File: src/rtl/bus_arbiter_pkg.sv
package bus_arbiter_pkg;
    typedef enum logic {
        TURN_NORMAL    = 1'b0,
        TURN_FAVOURED  = 1'b1
    } turn_e;
endpackage

File: src/rtl/arb_req_gate.sv
module arb_req_gate #(
    parameter int N_SLOTS = 4,
    localparam int NREQ   = N_SLOTS + 1
) (
    input  logic               host_req,
    input  logic [N_SLOTS-1:0] slot_req,
    input  logic [N_SLOTS-1:0] slot_en,
    input  logic [N_SLOTS-1:0] slot_fav,
    output logic [NREQ-1:0]    elig,
    output logic [NREQ-1:0]    fav_slot_elig,
    output logic               any_elig
);
    // index 0 is the host; it has no enable bit and is never in the slot favour set
    assign elig[0]          = host_req;
    assign fav_slot_elig[0] = 1'b0;

    for (genvar i = 0; i < N_SLOTS; i++) begin : g_slot
        assign elig[i+1]          = slot_req[i] & slot_en[i];
        assign fav_slot_elig[i+1] = slot_req[i] & slot_en[i] & slot_fav[i];
    end

    assign any_elig = |elig;
endmodule

File: src/rtl/arb_rr_pick.sv
module arb_rr_pick #(
    parameter int W  = 5,
    localparam int IW = (W > 1) ? $clog2(W) : 1
) (
    input  logic [W-1:0]  req,
    input  logic [IW-1:0] ptr,
    output logic          found,
    output logic [IW-1:0] idx
);
    // search order: ptr+1, ptr+2, ... wrapping, ptr itself last
    always_comb begin
        logic [IW:0] pos;
        found = 1'b0;
        idx   = '0;
        for (int k = 1; k <= W; k++) begin
            pos = {1'b0, ptr} + (IW+1)'(k);
            if (pos >= (IW+1)'(W)) begin
                pos = pos - (IW+1)'(W);
            end
            if (!found && req[pos[IW-1:0]]) begin
                found = 1'b1;
                idx   = pos[IW-1:0];
            end
        end
    end
endmodule

File: src/rtl/bus_arbiter.sv
module bus_arbiter
    import bus_arbiter_pkg::*;
#(
    parameter int N_SLOTS = 4
) (
    input  logic               clk,
    input  logic               rst_n,
    input  logic               arb_point,
    input  logic               host_req,
    input  logic [N_SLOTS-1:0] slot_req,
    input  logic [N_SLOTS-1:0] slot_en,
    input  logic               host_fav,
    input  logic [N_SLOTS-1:0] slot_fav,
    input  logic               park_prev,
    output logic               host_gnt,
    output logic [N_SLOTS-1:0] slot_gnt
);
    localparam int NREQ     = N_SLOTS + 1;
    localparam int IW       = $clog2(NREQ);
    localparam logic [IW-1:0] HOST_IDX = '0;

    typedef struct packed {
        logic [NREQ-1:0] gnt;
        logic [IW-1:0]   owner;
        logic [IW-1:0]   norm_ptr;
        logic [IW-1:0]   fav_ptr;
        turn_e           turn;
    } arb_state_t;

    arb_state_t st_d, st_q;

    logic [NREQ-1:0] elig;
    logic [NREQ-1:0] fav_slot_elig;
    logic            any_elig;
    logic            rr_found,  fav_found;
    logic [IW-1:0]   rr_idx,    fav_idx;

    arb_req_gate #(.N_SLOTS(N_SLOTS)) u_gate (
        .host_req      (host_req),
        .slot_req      (slot_req),
        .slot_en       (slot_en),
        .slot_fav      (slot_fav),
        .elig          (elig),
        .fav_slot_elig (fav_slot_elig),
        .any_elig      (any_elig)
    );

    arb_rr_pick #(.W(NREQ)) u_rr_normal (
        .req   (elig),
        .ptr   (st_q.norm_ptr),
        .found (rr_found),
        .idx   (rr_idx)
    );

    arb_rr_pick #(.W(NREQ)) u_rr_fav (
        .req   (fav_slot_elig),
        .ptr   (st_q.fav_ptr),
        .found (fav_found),
        .idx   (fav_idx)
    );

    always_comb begin
        logic [IW-1:0] winner;
        st_d   = st_q;
        winner = st_q.owner;
        if (arb_point) begin
            if (!any_elig) begin
                // idle bus: park, turn alternation untouched
                winner = park_prev ? st_q.owner : HOST_IDX;
            end else begin
                if (st_q.turn == TURN_FAVOURED && host_fav && host_req) begin
                    winner = HOST_IDX;
                end else if (st_q.turn == TURN_FAVOURED && fav_found) begin
                    winner       = fav_idx;
                    st_d.fav_ptr = fav_idx;
                end else if (rr_found) begin
                    winner        = rr_idx;
                    st_d.norm_ptr = rr_idx;
                end
                st_d.turn = (st_q.turn == TURN_FAVOURED) ? TURN_NORMAL : TURN_FAVOURED;
            end
            st_d.owner = winner;
            st_d.gnt   = NREQ'(1) << winner;
        end
    end

    always_ff @(posedge clk) begin
        if (!rst_n) begin
            st_q.gnt      <= NREQ'(1);
            st_q.owner    <= HOST_IDX;
            st_q.norm_ptr <= HOST_IDX;
            st_q.fav_ptr  <= HOST_IDX;
            st_q.turn     <= TURN_FAVOURED;
        end else begin
            st_q <= st_d;
        end
    end

    assign host_gnt = st_q.gnt[0];
    assign slot_gnt = st_q.gnt[NREQ-1:1];
endmodule

File: config.mk
export PLATFORM = sky130hd
export DESIGN_NAME = bus_arbiter
export DESIGN_NICKNAME = d
export VERILOG_FILES = /design/src/rtl/bus_arbiter_pkg.sv /design/src/rtl/arb_req_gate.sv /design/src/rtl/arb_rr_pick.sv /design/src/rtl/bus_arbiter.sv
export SDC_FILE = /design/constraint.sdc
export NUM_CORES = 1
export LEC_CHECK = 0
export ABC_AREA = 0
export BUFFER_PORTS_ARGS = -buffer_cell sky130_fd_sc_hd__buf_2
export CORE_MARGIN = 2
export CORE_UTILIZATION = 45
export DETAILED_ROUTE_END_ITERATION = 16
export GPL_TIMING_DRIVEN = 0
export MAX_ROUTING_LAYER = met4
export PLACE_DENSITY = 0.7
export SYNTH_ARGS = -nofsm -noshare
export SYNTH_HDL_FRONTEND = slang
export SYNTH_SLANG_ARGS = --single-unit
File: constraint.sdc
create_clock -name clk -period 10.11 [get_ports clk]
set_input_delay 0.5055 -clock clk [delete_from_list [all_inputs] [get_ports clk]]
set_output_delay 0.5055 -clock clk [all_outputs]
set_load 0.005 [all_outputs]
==> metrics.md <==
| Metric | Value |
|---|---|
| Crit path max fanout | `9` |
| Initial antenna violation count | `0` |
| Average wire per standard cell | `17.26 µm` |
| Total track usage | `25.00%` |
| Ys async rst share | `0%` |
| CP arrival | `4.33 ns` |
| Crit Path Category | `reg -> reg` |
| Slowest stage delay, CP | `0.56 ns` |
| Cell count after synthesis | `409` |
| Crit path time final | `4.182 ns` |
| Leakage power | `1.400 nW` |
| Post-DP HPWL | `approximately 7000 µm` |
| RePlAce Congestion | `0.9398` |
| Area contributors post-synth | `dfxtp_1 9.9%, ha_1 8.2%, o21ai_0 4.9%, mux2i_1 3.9%, nor2_1 3.9%` |
| Die area | `roughly 7400 µm²` |
| Largest family of logic cells by synthesized area | `compound AO/OA/AOI/OAI gates` |
| Yosys top cell area share | `under 10%` |
| Synthesized Nets | `449` |
| Worst Max-Slew Pin Slew | `approximately 0.53 ns` |
| Layout cells sized above 1 | `17.24%` |
| Area growth syn-to-layout | `8.299%` |
| Final hold violation count | `0` |
| Drt total wl | `8837 µm` |
| Synth Area in XOR/XNOR | `2.301%` |
| Ant diodes | `0` |
| Area after DPL | `3252 µm²` |
| Avg Cell Area, Syn | `7.446 µm²` |
| Mapped Area | `3045 µm²` |
| Startpoint types | `register` |
| Final worst-path cycle share | `41.36%` |
| RSZ-0062 raised after global routing | `false` |
| Critical path endpoint category | `register` |
| First-pass GRT wire length | `roughly 15000 µm` |
| H-tree levels | `1` |
| CTS Buf Count | `3` |
| EDFF count, synth | `0` |
| Worst Skew | `0.0009681 ns` |
| Fin nets | `476` |
| CTS tree | `yes` |
| CP required | `10.26 ns` |
| Site Rows | `29` |
| Die width | `86.27 µm` |
| DRT iter0 DRCs | `155` |
| Final setup violation count | `0` |
| Status | `complete, no violations` |
| Clock Sinks | `15` |
| Largest net degree at the start of global routing | `13` |
| Post-CTS Setup Inserts | `0` |
| Worst hold slack | `0.4927 ns` |
| Antenna Nets Post-Route | `0` |
| Skew-Pair Late Insertion Delay | `0.24 ns` |
| DRT Pass-1 Iters | `4` |
| Hold buffer count at CTS | `0` |
| Yosys warns | `0` |
| Vias in the first global route | `3149` |
| Final setup TNS | `0 ns` |
| Synth Area in Compound Gates | `37.92%` |
| Critical-path top delay cell | `dfxtp_1` |
| # resized after CTS | `0` |
| Cell taking the most area after synthesis | `dfxtp_1` |
| Die height | `between 80 and 90 µm` |
| Synth Register Bits | `15` |
| Fill cell count | `652` |
| F_max | `approximately 0.24 GHz` |
| Vias | `3275` |
| Fin. max-slew vios | `0` |
| Synth cell types | `91` |
| Port bufs | `22` |
| Multiplexer share of the synthesized area | `4.314%` |
| CORE AREA | `roughly 6500 µm²` |
| Hold Path Class | `reg -> reg` |
| Post-synthesis simple-gate area fraction | `29.70%` |
| Synth Flop Type | `dfxtp_1` |
| Reg area | `300.3 µm²` |
| Register area share after synthesis | `9.860%` |
| I/O pin count | `23` |
| Starting Density | `~47%` |
| Grt ovf | `0` |
| MaxCap Viol Count | `0` |
| Via density per instance | `6.396` |
| Root Buffer | `clkbuf_8` |
| Power Dens Cells | `around 370 nW/µm²` |
| CTS clk-pin slew, worst paths | `0.06 ns` |
| Peak VDD IR | `0.1316 mV` |
| DRC | `0` |
| Area share of fa/ha/maj cells after synthesis | `9.532%` |
| Slew headroom | `a little under two thirds` |
| Critical-path cell list | `inv_1 -> ha_1 -> ha_1 -> or2_2 -> o21ai_0 -> nor3_1 -> o32ai_2 -> nand3_1 -> nand4b_1 -> nor3_1 -> o21ai_1 -> and2_4 -> o41ai_2` |
| Multi-input gate area | `between 2000 and 3000 µm²` |
| CTS max path bufs | `2` |
| Post-route cell area | `3298 µm²` |
-- synth_stat cells, types with 4 or more instances --
master	number
a211o_1	5
a211oi_1	7
a21o_1	6
a21oi_1	20
a31oi_1	6
and2_1	6
and3_1	9
and3b_1	4
buf_2	11
buf_4	4
clkbuf_1	6
dfxtp_1	15
ha_1	20
inv_1	15
mux2i_1	12
nand2_1	23
nand2b_1	10
nand3_1	17
nand4_1	6
nor2_1	32
nor2b_1	11
nor4_1	7
o211ai_1	8
o21a_1	11
o21ai_0	30
o21ai_1	5
or2_2	4
or3_1	4
xnor2_1	8
-- cell usage in the layout, fill, tap and decap left out, types with 6 or more instances in the layout --
cell	count
a211oi_1	7
a21o_1	6
a21oi_1	20
a31oi_1	6
and2_1	6
and3_1	9
buf_2	33
clkbuf_1	6
dfxtp_1	15
ha_1	20
inv_1	15
mux2i_1	12
nand2_1	23
nand2b_1	10
nand3_1	17
nand4_1	6
nor2_1	32
nor2b_1	11
nor4_1	7
o211ai_1	8
o21a_1	11
o21ai_0	30
xnor2_1	8
-- area by class of cell --
class,instances,share of cell area (%)
multi-input combinational,352,77.35
sequential,15,9.105
buffer,23,3.718
tap,77,2.921
timing repair buffer,22,3.338
clock buffer,3,1.252
inverter,19,2.162
clock inverter,1,0.1517
-- power by group --
group | switching (mW) | internal (mW)
Sequential | 0.0248 | 0.0809
Combinational | 0.609 | 0.446
Clock | 0.0196 | 0.0272
-- worst paths after layout --
| kind | startpoint | endpoint | slack (ns) | depth (start not counted) |
|---|---|---|---|---|
| max reg2reg | st_q[5] | slot_gnt[3] | 5.93 | 13 |
| max | st_q[5] | slot_gnt[3] | 5.93 | 13 |
| min | st_q[8] | st_q[8] | 0.49 | 2 |
| min reg2reg | st_q[8] | st_q[8] | 0.49 | 2 |
-- logic make-up after synthesis --
family | count (synthesis)
xor gates and xnor gates | 8
adders and majority gates | 22
AOI/OAI and AO/OA | 151
buffers and inverters | 42
and+or+nand+nor | 158
muxes | 13
DFF | 15
-- sequential cells by signal (all words and copies together), names as in the netlist --
register and count:
st_q 10, slot_gnt 4, host_gnt 1
-- layer usage --
metal	part of all wire [%]	GRT usage [%]	up-vias
met5	0	-	-
met4	3.3	7.670	0
met3	4.4	3.333	29
met2	47	42.49	90
met1	45	30.85	1533
li1	-	-	1623
-- worst max-delay path: cells and delay by family, from the launching register on --
| family | cells | cell delay [ns] |
|---|---|---|
| flip-flops | 1 | 0.56 |
| AND/OR/NAND/NOR | 6 | 1.37 |
| AO/OA/AOI/OAI | 4 | 1.27 |
| buffers and inverters | 1 | 0.29 |
| adder cells (fa/ha/maj) | 2 | 0.58 |
-- metrics by stage --
step	setup slack (ns)	power, mW	utilization [%]	instances
final	5.928	1.207	51.07	512
after global routing	5.665	1.320	51.07	512
after CTS	5.994	1.190	51.07	512
after detailed placement	6.045	1.133	50.35	508
after global placement	6.067	1.118	50.35	508
after floorplan	6.600	0.9262	-	409
Power figures use the tool's default switching activity.
